File: src/rtl/decim_buf_pkg.sv
package decim_buf_pkg;

  // Strobes driven by the local controller to every lane.
  typedef struct packed {
    logic load;    // bulk copy fast -> slow
    logic shift;   // half-rate slow shift
    logic phase;   // low bit of the group counter
  } buf_strobe_t;

endpackage

File: src/rtl/decim_buf_ctrl.sv
module decim_buf_ctrl
  import decim_buf_pkg::*;
#(
  parameter int K = 3
) (
  input  logic        clk,
  input  logic        rst,
  output buf_strobe_t stb,
  output logic        loaded
);

  logic [K-1:0] cnt;
  logic         last;

  assign last = &cnt;

  always_ff @(posedge clk) begin
    if (rst) cnt <= '0;
    else     cnt <= cnt + 1'b1;
  end

  always_ff @(posedge clk) begin
    if (rst)       loaded <= 1'b0;
    else if (last) loaded <= 1'b1;
  end

  // The load wins over the shift on the last (odd) count.
  always_comb begin
    stb.load  = last;
    stb.shift = cnt[0] & ~last;
    stb.phase = cnt[0];
  end

endmodule

File: src/rtl/decim_buf_fast.sv
module decim_buf_fast #(
  parameter int W = 8,
  parameter int K = 3
) (
  input  logic                   clk,
  input  logic [W-1:0]           din,
  output logic [(1<<K)/2*W-1:0]  evens
);

  localparam int D  = 1 << K;
  localparam int FD = D - 1;
  localparam int S  = D / 2;

  logic [W-1:0] chain [FD];

  // No reset: every tap is refilled before the first load reads it.
  always_ff @(posedge clk) begin
    chain[0] <= din;
    for (int j = 1; j < FD; j++) chain[j] <= chain[j-1];
  end

  // Word m of the output is the m-th oldest even-numbered input.
  for (genvar m = 0; m < S; m++) begin : g_tap
    assign evens[m*W +: W] = chain[D-2-2*m];
  end

endmodule

File: src/rtl/decim_buf_slow.sv
module decim_buf_slow #(
  parameter int W = 8,
  parameter int K = 3
) (
  input  logic                   clk,
  input  logic                   rst,
  input  logic                   load,
  input  logic                   shift,
  input  logic [(1<<K)/2*W-1:0]  evens,
  output logic [W-1:0]           head
);

  localparam int S = (1 << K) / 2;

  logic [W-1:0] slot [S];

  always_ff @(posedge clk) begin
    if (rst) begin
      for (int m = 0; m < S; m++) slot[m] <= '0;
    end else if (load) begin
      for (int m = 0; m < S; m++) slot[m] <= evens[m*W +: W];
    end else if (shift) begin
      for (int m = 0; m < S-1; m++) slot[m] <= slot[m+1];
      slot[S-1] <= '0;
    end
  end

  assign head = slot[0];

endmodule

File: src/rtl/decim_interleave_buf.sv
module decim_interleave_buf
  import decim_buf_pkg::*;
#(
  parameter int P = 4,
  parameter int W = 8,
  parameter int K = 3
) (
  input  logic           clk,
  input  logic           rst,
  input  logic [P*W-1:0] din,
  output logic [P*W-1:0] dout,
  output logic           dout_valid,
  output logic           dout_repeat
);

  localparam int S = (1 << K) / 2;

  buf_strobe_t stb;
  logic        loaded;

  decim_buf_ctrl #(.K(K)) i_ctrl (
    .clk    (clk),
    .rst    (rst),
    .stb    (stb),
    .loaded (loaded)
  );

  for (genvar p = 0; p < P; p++) begin : g_lane
    logic [S*W-1:0] evens;

    decim_buf_fast #(.W(W), .K(K)) i_fast (
      .clk   (clk),
      .din   (din[p*W +: W]),
      .evens (evens)
    );

    decim_buf_slow #(.W(W), .K(K)) i_slow (
      .clk   (clk),
      .rst   (rst),
      .load  (stb.load),
      .shift (stb.shift),
      .evens (evens),
      .head  (dout[p*W +: W])
    );
  end

  assign dout_valid  = loaded;
  assign dout_repeat = stb.phase;

endmodule

File: config.mk
export PLATFORM = sky130hd
export DESIGN_NAME = decim_interleave_buf
export DESIGN_NICKNAME = d
export VERILOG_FILES = /design/src/rtl/decim_buf_pkg.sv /design/src/rtl/decim_buf_ctrl.sv /design/src/rtl/decim_buf_fast.sv /design/src/rtl/decim_buf_slow.sv /design/src/rtl/decim_interleave_buf.sv
export SDC_FILE = /design/constraint.sdc
export NUM_CORES = 1
export LEC_CHECK = 0
export ABC_AREA = 1
export BUFFER_PORTS_ARGS = -buffer_cell sky130_fd_sc_hd__buf_2
export CELL_PAD_IN_SITES_DETAIL_PLACEMENT = 1
export CELL_PAD_IN_SITES_GLOBAL_PLACEMENT = 2
export CORE_MARGIN = 8
export CORE_UTILIZATION = 41
export DETAILED_ROUTE_END_ITERATION = 10
export PLACE_DENSITY = 0.77
export SETUP_SLACK_MARGIN = 0.02
export SYNTH_ARGS = -nofsm -noshare
export SYNTH_HDL_FRONTEND = slang
export SYNTH_SLANG_ARGS = --single-unit
File: constraint.sdc
create_clock -name clk -period 2.6 [get_ports clk]
set_input_delay 0.39 -clock clk [delete_from_list [all_inputs] [get_ports clk]]
set_output_delay 0.39 -clock clk [all_outputs]
set_load 0.005 [all_outputs]
---- After elaboration in Yosys (flattened, before gate mapping) ----
Memory sizes are Yosys's and may differ from the RTL's.
Index checks and enable logic that the tools add are counted.
word-level totals
  register bits after elaboration ......... 4
  bits in latches ......................... 0
  RAM bits ................................ 352
  memory bits (read-only) ................. 0
  input port bits ......................... 34
  output and inout bits ................... 34
  word-level logic and storage cells ...... 87
  memories kept ........................... 8
memories
  memory                  words  bits a word  rd ports  clocked after Yosys merged registers in  wr ports  line                  RTL
  g_lane[0].i_fast.chain  7      8            7         0                                        7         decim_buf_fast.sv:14  logic [W-1:0] chain [FD];
  g_lane[1].i_fast.chain  7      8            7         0                                        7         decim_buf_fast.sv:14
  g_lane[2].i_fast.chain  7      8            7         0                                        7         decim_buf_fast.sv:14
  g_lane[3].i_fast.chain  7      8            7         0                                        7         decim_buf_fast.sv:14
  g_lane[0].i_slow.slot   4      8            4         0                                        4         decim_buf_slow.sv:15  logic [W-1:0] slot [S];
  g_lane[1].i_slow.slot   4      8            4         0                                        4         decim_buf_slow.sv:15
  2 more memories         n/a    n/a          n/a       n/a                                      n/a       n/a
cells by class
  add/subtract/negate cells ............... 1
  multiply operators ...................... 0
  div/mod/pow operators ................... 0
  magnitude comparators ................... 0
  equality and inequality tests ........... 0
  shift-type cells ........................ 0
  multiplexer cells ....................... 41
  bitwise logic cells ..................... 34
  reduce and logical (&&, ||, !) cells .... 1
operators with widths
  cell                                                           number
  8-bit 2-to-1 mux                                               32
  1-bit bitwise OR                                               32
  1-bit 2-to-1 mux                                               9
  3-bit by 1-bit adder with 3-bit output, second input constant  1
  3-bit AND reduction                                            1
  1-bit AND                                                      1
  1-bit NOT                                                      1

---- Depth between registers and ports, before layout ----
Gate-level depths: netlist of the first run.
  depth in word-level cells ............... 8
  mapped depth ............................ 9
  depth with buffers taken out ............ 7

---- Hierarchy ----
Synthesis of the first run repeated with hierarchy kept, for this count alone.
unflattened totals
  cells, all modules ...................... 789
  area total of the unflattened synthesis .. 10178.5 um^2
modules (own cells, without submodules)
  module          instances  cells each  area each (um^2)  sequential area each (um^2)
  decim_buf_slow  4          137         1385.1            880.8
  decim_buf_fast  4          56          1121.1            1121.1
  decim_buf_ctrl  1          17          153.9             80.1

---- Least setup slack after synthesis of the first run ----
OpenSTA, ideal clock, no wires.
  path kind ............................... register -> register
  from .................................... register i_ctrl.cnt[0]
  to ...................................... memory g_lane[0].i_slow.slot[0][0] (enable)
  library setup time ...................... 0.478 ns
  arrival ................................. 1.737 ns
  data required time ...................... 2.122 ns
  setup slack ............................. 0.385 ns
  cell stages (with the launch flop) ...... 7
  buffers on the path ..................... 2
  period minus slack after synthesis ...... 2.215 ns
  path through ............................ dfxtp_1 > ha_1 > ha_1 > buf_6 > nor2_8 > buf_4 > nand2_1
RTL lines
  what                      line                  RTL
  start: declaration        decim_buf_ctrl.sv:12  logic [K-1:0] cnt;
  start signal: assignment  decim_buf_ctrl.sv:19  else cnt <= cnt + 1'b1;
  end: declaration          decim_buf_slow.sv:15

==> results of run 1 <==
-- worst max-delay path: cells and delay by family (launching register included) --
kind	cells	cell delay [ns]
AOI/OAI and AO/OA	1	0.15
and+or+nand+nor	2	0.21
DFF	1	0.45
adders and majority gates	2	0.50
buffers and inverters	2	0.44
-- cell families after synthesis --
kind of cell,count (synthesis),synth area share (%)
buf+inv,39,2.59
flops,356,81.3
fa+ha+maj,2,0.252
simple gates,302,12.3
compound gates,63,3.55
-- synth_stat cells, drive strengths merged --
cell	n	area share, %
nand2	262	10
dfxtp	260	52
edfxtp	96	29
a21oi	32	2.0
nand3	32	1.6
o21ai	31	1.6
buf	28	2.2
nor2	8	0.70
clkbuf	6	0.23
inv	5	0.19
ha	2	0.25
-- worst max path at each step --
stage | depth (start not counted) | end | start
detailed placement | 8 | g_lane[1].i_slow.slot[0][1]$_DFFE_PP_ | i_ctrl.cnt[0]$_SDFF_PP0_
global route | 8 | g_lane[1].i_slow.slot[1][2]$_SDFFCE_PP0P_ | i_ctrl.cnt[0]$_SDFF_PP0_
global placement | 8 | g_lane[0].i_slow.slot[0][4]$_DFFE_PP_ | i_ctrl.cnt[0]$_SDFF_PP0_
CTS | 8 | g_lane[1].i_slow.slot[0][1]$_DFFE_PP_ | i_ctrl.cnt[0]$_SDFF_PP0_
finish | 7 | g_lane[0].i_slow.slot[2][4]$_DFFE_PP_ | i_ctrl.cnt[0]$_SDFF_PP0_
floorplan | 6 | g_lane[0].i_slow.slot[0][0]$_DFFE_PP_ | i_ctrl.cnt[0]$_SDFF_PP0_
-- power breakdown --
group	switching, mW	internal, mW
Sequential	0.106	5.99
Combinational	0.157	0.101
Clock	1.96	3.16
Total	2.22	9.25
-- what timing repair did --
action,4_1_cts,5_1_grt
hold endpoints to repair,32,0
setup buffers,0,0
hold buffers,32,0
resized for setup,0,0
-- sequential cells by signal, summed over array words and instances (netlist names) --
signal,flops
g_lane.i_slow.slot,128
g_lane.i_fast.chain,224
i_ctrl.cnt,3
i_ctrl.loaded,1
-- routing by layer --
metal,routed length (microns),vias up,track usage [%]
met4,334,0,4.54
met5,0,-,0
met2,7970,92,19.9
li1,-,2712,-
met1,9220,2541,17.8
met3,758,23,2.91
-- cell type report --
class | instances | area, sq um | area share, %
sequential | 356 | 8090 | 67.0
clock inverter | 9 | 98.8 | 0.819
clock buffer | 55 | 1120 | 9.24
multi-input combinational | 367 | 1600 | 13.2
tap | 324 | 405 | 3.36
inverter | 5 | 18.8 | 0.155
timing repair buffer | 108 | 748 | 6.20
==> metrics, run 1 <==
Worst Path Max Fanout 96; dpl cells 1,128; Final ANT Viol Nets 0; gp weighted congestion 0.690; CP cell instances ha_1 > ha_1 > inv_2 > nor2_4 > buf_12 > nand2_1 > o21ai_0; Clock Skew 0.00625 ns; Placement Rows 57; post-synthesis sequential area ratio 81.3%; WP data arrival 2.36 ns; reg-to-reg startpoint i_ctrl.cnt[0]$_SDFF_PP0_; Die X 172 microns; minimum clock period 2.07 ns; Worst-Margin Slew 0.952 ns; via/cell ratio 4.39; DP Area 0.0105 sq mm; die height 172 microns; final net count 910; final setup vio count 0; DP HPWL 11,400 microns; Fmax 0.482 GHz; Syn. warnings 0; diode count 0; worst reg-to-reg path cell count 7; final core occ 50.2%; Post-Route Setup TNS 0 ns; Post-Route WL 18,300 microns; CTS clk-pin slew, worst paths 0.06 ns; most common cell after layout, fill and taps aside nand2_1; commonest non-fill, non-tap cells in the layout 261 x nand2_1, 260 x dfxtp_1, 96 x edfxtp_1, 67 x buf_2, 39 x clkbuf_16; Ports 68; CTS Root Cell clkbuf_16; synthesized flop and latch total 356; Finished Cell Area 0.0121 sq mm; Startpoint Class flip-flop; WHS 0.256 ns; required time of the critical path 2.88 ns; number of unique standard cell types used by synthesis 19; final hold violation count 0; Skew-Pair Late Insertion Delay 0.49 ns; area grow syn2layout 21.4%; setup ws final 0.526 ns; Initial Util 41.4%; WL/cell 14.9 microns; number of global-route vias before repair 5,888; status completed; Post-route DRC 0; Mapped Area 0.00994 sq mm; Lkg Pwr 5.05 nW; WHS Endpoint i_ctrl.loaded$_SDFFE_PP0P_; Max VDD drop 415 uV; Global Route Usage Sum 13.0%; Clock Tree Buf Depth 3; clock sink count 356; normalized max-slew margin 36.4%; Max Slew Vio Count 0; RSZ-0062 raised after global routing false; TritonCTS clock tree yes; CP most frequent cell ha_1; Setup CP Type flip-flop to flip-flop; Starting DRT DRC Count 283; Num CTS Buffers 36; layout cells sized above 1 16.3%; Fill cells 2,432; Non-Filler Instances 1,224; Min-Delay Path Depth 2; first-pass GRT wire length 30,600 microns; max_cap viols 0; final cycle utilization of the critical path 79.8%; synthesized instance count 762; pin count of the biggest net entering global routing 97; die area 0.0295 sq mm; total grt overflow 0; Total Power 11.5 mW; drt pass-1 iters 4; Mapped Avg Cell Area 13.1 sq um; crit-path max cell delay 0.45 ns; Crit Reg-Reg Endpoint g_lane[0].i_slow.slot[2][4]$_DFFE_PP_; crit path capture type flip-flop; core box area 0.0240 sq mm; Reg2Reg Setup Slack 0.53 ns; PortBufs 67; H-tree levels 2; slowest CP cell dfxtp_1; worst hold path class input pin to flip-flop; pre-CTS setup slack 0.518 ns; PD cells 950 mW/mm^2; Hold Path Origin rst; initial antenna violation count 0; via count 5,368; Post-Syn Nets 798
(Power assumes the default switching activity.)
==> inputs of run 2 (changes only) <==
--- a/config.mk
+++ b/config.mk
@@ -10,9 +10,9 @@
 export CELL_PAD_IN_SITES_DETAIL_PLACEMENT = 1
 export CELL_PAD_IN_SITES_GLOBAL_PLACEMENT = 2
 export CORE_MARGIN = 8
-export CORE_UTILIZATION = 41
+export CORE_UTILIZATION = 37
 export DETAILED_ROUTE_END_ITERATION = 10
-export PLACE_DENSITY = 0.77
+export PLACE_DENSITY = 0.73
 export SETUP_SLACK_MARGIN = 0.02
 export SYNTH_ARGS = -nofsm -noshare
 export SYNTH_HDL_FRONTEND = slang
==> constraint.sdc (replaced) <==
create_clock -name clk -period 1.7 [get_ports clk]
set_input_delay 0.255 -clock clk [delete_from_list [all_inputs] [get_ports clk]]
set_output_delay 0.255 -clock clk [all_outputs]
set_load 0.005 [all_outputs]
==> run 2 against run 1 <==
  * Non-clock buffer count grew 14
  * Design area is 2.2% higher
  * Critical path depth grew 1
  * Wire length increased by 4.7%
  * Clock skew up 0.0073 ns
  * Utilization shrank 3.9 points
  * Fmax increased by 29%
  * Global-route usage down 0.69 points
  * Sequential share of layout area is 1.4 points lower
  * Critical path type unchanged
  * Critical endpoint is now g_lane[2].i_slow.slot[2][5]$_DFFE_PP_
  * Highest routed layer unchanged
==> metrics, run 2 (synthesis gave the netlist of run 1 again) <==
CP cell instances ha_4 > ha_4 > inv_4 > nor2_4 > buf_6 > bufbuf_16 > nand2_1 > o21ai_0; core box area 0.0267 sq mm; total grt overflow 0; normalized max-slew margin 72.1%; PD cells 1410 mW/mm^2; slowest CP cell dfxtp_2; initial antenna violation count 0; Final ANT Viol Nets 0; Multi-input gate area 0.00167 sq mm; layout cells sized above 1 18.2%; Non-Filler Instances 1,254; die area 0.0324 sq mm; Biggest register g_lane.i_fast.chain; final hold violation count 0; most common cell after layout, fill and taps aside dfxtp_1; final net count 923; Setup CP Type flip-flop to flip-flop; Regs by FF count g_lane.i_fast.chain: 224 flops, g_lane.i_slow.slot: 128 flops, i_ctrl.cnt: 3 flops; Post-route DRC 0; status completed; Worst path top cell family by delay buffers and inverters; max reg flops 224; RSZ-0062 raised after global routing false; final cycle utilization of the critical path 94.9%; Initial Util 37.3%; die height 180 microns; first-pass GRT wire length 32,100 microns; Buf+Inv Stages, Crit Path 3; part of the power in the clock network 43.7%; worst hold path class input pin to flip-flop; CTS clk-pin slew, worst paths 0.06 ns; DP HPWL 11,300 microns; combinational share of power 2.7%; Post-Route WL 19,100 microns; Num CTS Buffers 35; diode count 0; Fmax 0.620 GHz; Register Area 0.00809 sq mm; minimum clock period 1.61 ns; Clock Skew 0.0136 ns; gp weighted congestion 0.663; Starting DRT DRC Count 286; crit path capture type flip-flop; pre-CTS setup slack -0.0734 ns; Skew-Pair Late Insertion Delay 0.51 ns; drt pass-1 iters 4; WHS 0.127 ns; TritonCTS clock tree yes; cell-internal power 13.9 mW; required time of the critical path 1.95 ns; Die X 180 microns; area grow syn2layout 24.1%; CP Launch Point i_ctrl.cnt[0]$_SDFF_PP0_; via count 5,429; Sequential Power Share 53.7%; Sw Share 19.8%; Max VDD drop 712 uV; commonest non-fill, non-tap cells in the layout 259 x dfxtp_1, 258 x nand2_1, 96 x edfxtp_1, 67 x buf_2, 38 x clkbuf_16; Hold Path Origin rst; Lkg Pwr 5.14 nW; reg-to-reg startpoint i_ctrl.cnt[0]$_SDFF_PP0_; PortBufs 67; Fill cells 2,756; Startpoint Class flip-flop; H-tree levels 2; pin count of the biggest net entering global routing 35; Worst-Margin Slew 0.418 ns; number of global-route vias before repair 6,000; Post-Route Setup TNS 0 ns; Global Route Usage Sum 12.3%; WL/cell 15.3 microns; Clock Tree Buf Depth 3; dpl cells 1,155; WP data arrival 1.86 ns; via/cell ratio 4.33; reported net switching power 3.44 mW; Worst Path Max Fanout 12; CP most frequent cell ha_4; Placement Rows 60; Max Slew Vio Count 0; clock sink count 356; setup ws final 0.0866 ns; CTS Root Cell clkbuf_16; crit-path max cell delay 0.33 ns; max_cap viols 0; Ports 68; final setup vio count 0
## run 2: timing repair
action | 4_1_cts | 5_1_grt
hold endpoints to repair | 32 | 0
pin swaps | 1 | 1
resized for setup | 6 | 5
setup buffers | 2 | 0
endpoints found under the setup margin | 170 | 79
cloned | 2 | 0
hold buffers | 32 | 0
## run 2: layer usage
metal / up-vias / track usage [%] / part of all wire [%]
met5: - / 0 / 0
met4: 0 / 4.30 / 2.3
met3: 42 / 2.92 / 4.2
met2: 100 / 19.4 / 44
met1: 2535 / 16.2 / 49
li1: 2752 / - / -
## run 2: final cells by class
| class | instances | share of cell area, % |
|---|---|---|
| clock buffer | 52 | 8.78 |
| clock inverter | 11 | 0.629 |
| inverter | 5 | 0.172 |
| multi-input combinational | 367 | 13.6 |
| sequential | 356 | 65.6 |
| tap | 341 | 3.46 |
| timing repair buffer | 122 | 7.85 |
## run 2: per-stage QoR
step / power (mW) / instance area, sq um / utilization [%]
after floorplan: 9.64 / 10000 / -
after global placement: 9.89 / 10700 / 40.3
after detailed placement: 9.91 / 10700 / 40.3
after CTS: 17.6 / 12300 / 46.3
after global routing: 18.0 / 12300 / 46.3
final: 17.3 / 12300 / 46.3
## run 2: worst paths after layout
path,cells past startpoint,endpoint,slack [ns]
hold / removal,2,i_ctrl.cnt[0]$_SDFF_PP0_,0.13
setup / recovery,8,g_lane[2].i_slow.slot[2][5]$_DFFE_PP_,0.09
hold reg to reg,0,g_lane[2].i_fast.chain[2][5]$_DFF_P_,0.31
setup reg to reg,8,g_lane[2].i_slow.slot[2][5]$_DFFE_PP_,0.09
## run 2: power by group through the flow
stage | Sequential [mW] | Combinational, mW | Clock [mW]
CTS | 9.32 | 0.473 | 7.78
detailed placement | 9.50 | 0.412 | 0
global route | 9.36 | 0.517 | 8.13
finish | 9.31 | 0.460 | 7.57
floorplan | 9.44 | 0.203 | 0
global placement | 9.48 | 0.405 | 0
==> inputs of run 3 (changes only) <==
--- a/config.mk
+++ b/config.mk
@@ -12,8 +12,10 @@
 export CORE_MARGIN = 8
 export CORE_UTILIZATION = 37
 export DETAILED_ROUTE_END_ITERATION = 10
+export GPL_TIMING_DRIVEN = 0
 export PLACE_DENSITY = 0.73
 export SETUP_SLACK_MARGIN = 0.02
+export SKIP_CTS_REPAIR_TIMING = 1
 export SYNTH_ARGS = -nofsm -noshare
 export SYNTH_HDL_FRONTEND = slang
 export SYNTH_SLANG_ARGS = --single-unit
==> run 3 against run 2 <==
  * The flow now finishes with violations (negative setup slack)
  * Critical path depth rose by 2
  * Non-clock buffer count rose by 29
  * Clock-buffer cell count did not move
  * Clock power rose by 3.3%
  * Sequential cell count did not move
  * Fmax fell by 7.2%
  * Sequential share of layout area fell by 3.9 points
  * Power rose by 2.4%
  * Global-route usage fell by 0.74 points
  * Via count rose by 2.5%
  * Setup slack got worse by 0.12 ns
==> metrics, run 3 (synthesis gave the netlist of run 1 again) <==
worst reg-to-reg path cell count 10; area grow syn2layout 32.0%; required time of the critical path 1.95 ns; WHS Endpoint i_ctrl.cnt[0]$_SDFF_PP0_; Crit Reg-Reg Endpoint g_lane[2].i_slow.slot[0][3]$_DFFE_PP_; Clock Skew 0.00816 ns; RSZ-0062 raised after global routing true; PD cells 1350 mW/mm^2; max_cap viols 0; WL/cell 16.5 microns; clock sink count 356; layout cells sized above 1 27.2%; normalized max-slew margin 61.9%; Multi-input gate area 0.00198 sq mm; CTS Root Cell clkbuf_16; CP cell instances ha_4 > ha_4 > buf_8 > inv_6 > nor2_4 > buf_12 > buf_12 > buf_8 > nand2_1 > nand2_2; pre-CTS setup slack -0.415 ns; worst hold path class input pin to flip-flop; Post-Route WL 21,300 microns; Initial Util 37.3%; reg-to-reg startpoint i_ctrl.cnt[0]$_SDFF_PP0_; Num CTS Buffers 35; Min-Delay Path Depth 2; Die X 180 microns; Biggest register g_lane.i_fast.chain; Skew-Pair Late Insertion Delay 0.50 ns; number of global-route vias before repair 5,466; Startpoint Class flip-flop; Global Route Usage Sum 11.5%; slowest CP cell dfxtp_4; PortBufs 66; commonest non-fill, non-tap cells in the layout 259 x dfxtp_1, 216 x nand2_1, 96 x edfxtp_1, 69 x buf_2, 47 x clkbuf_16; max reg flops 224; crit-path max cell delay 0.37 ns; minimum clock period 1.74 ns; most common cell after layout, fill and taps aside dfxtp_1; Final ANT Viol Nets 0; initial antenna violation count 0; Reg2Reg Setup Slack -0.04 ns; diode count 0; Worst-Margin Slew 0.571 ns; final net count 959; DP HPWL 12,600 microns; crit path capture type flip-flop; Fill cells 2,659; H-tree levels 2; Starting DRT DRC Count 206; Worst Path Max Fanout 7; TritonCTS clock tree yes; Hold Path Origin rst; failing checks negative setup slack; Placement Rows 60; CTS clk-pin slew, worst paths 0.06 ns; die area 0.0324 sq mm; final setup vio count 46; first-pass GRT wire length 30,100 microns; Ports 68; final hold violation count 0; core box area 0.0267 sq mm; CP Launch Point i_ctrl.cnt[0]$_SDFF_PP0_; Register Area 0.00809 sq mm; Fmax 0.575 GHz; drt pass-1 iters 4; final cycle utilization of the critical path 102%; WP data arrival 1.99 ns; status finished, violations left; Clock Tree Buf Depth 3; Lkg Pwr 5.46 nW; Post-route DRC 0; total grt overflow 0; Regs by FF count g_lane.i_fast.chain: 224 flops, g_lane.i_slow.slot: 128 flops, i_ctrl.cnt: 3 flops; Setup CP Type flip-flop to flip-flop; gp weighted congestion 0.720; die height 180 microns; final core occ 49.3%; pin count of the biggest net entering global routing 33; Max VDD drop 586 uV; via count 5,567; setup ws final -0.0377 ns; via/cell ratio 4.32; Max Slew Vio Count 0
[run 3: changes by cell type in the layout (fill, tap and decap cells not counted), sizes merged, moves of 2 or more]
cell,previous run,this run
clkbuf,52,67
buf,89,104
clkinv,10,8
nand2,262,268
[run 3: final cells by class]
type / instances / area share (%)
flip-flops and latches: 356 / 61.6
multi-input cells: 374 / 15.1
clock buffers: 52 / 8.33
repair buffers: 117 / 7.46
plain buffers: 34 / 3.26
well taps: 341 / 3.25
clock inverters: 11 / 0.820
inverters: 5 / 0.181
[run 3: worst max path at each step]
stage	endpoint	cells after the start
5_1_grt	g_lane[0].i_slow.slot[2][7]$_DFFE_PP_	10
6_report	g_lane[2].i_slow.slot[0][3]$_DFFE_PP_	10
4_1_cts	g_lane[2].i_slow.slot[1][0]$_SDFFCE_PP0P_	3
3_5_place_dp	g_lane[0].i_slow.slot[1][0]$_SDFFCE_PP0P_	3
2_1_floorplan	g_lane[0].i_slow.slot[0][0]$_DFFE_PP_	6
3_3_place_gp	g_lane[3].i_slow.slot[1][6]$_SDFFCE_PP0P_	3
[run 3: worst max-delay path, delay by kind of cell, from the launching register on]
kind | cells | cell delay (ns)
buf+inv | 5 | 0.63
simple gates | 3 | 0.18
fa+ha+maj | 2 | 0.31
flops | 1 | 0.37
[run 3: stage by stage]
step                area, sq um  std cells  hold WS [ns]  TNS, ns  total power [mW]
floorplan                 10000        762         0.283        0              9.64
global placement          10800       1169         0.310   -54.09              9.87
detailed placement        10800       1169         0.313   -60.69              9.89
CTS                       12000       1232        -0.169   -64.05              17.7
global route              13100       1290        0.0299    -5.86              18.4
finish                    13100       1290        0.0320   -0.546              17.8
[run 3: power breakdown]
group          leakage, nW  switching (mW)  internal (mW)  total, mW
Clock                0.601            3.05           4.77       7.82
Sequential            3.22           0.163           9.16       9.32
Combinational         1.64           0.345          0.280      0.625
[run 3: metal layers]
| metal | vias up | global-route usage, % | share of wire [%] |
|---|---|---|---|
| met2 | 111 | 17.1 | 46 |
| met4 | 0 | 4.03 | 1.8 |
| met5 | - | 0 | 0 |
| li1 | 2827 | - | - |
| met1 | 2601 | 16.3 | 49 |
| met3 | 28 | 2.56 | 3.6 |
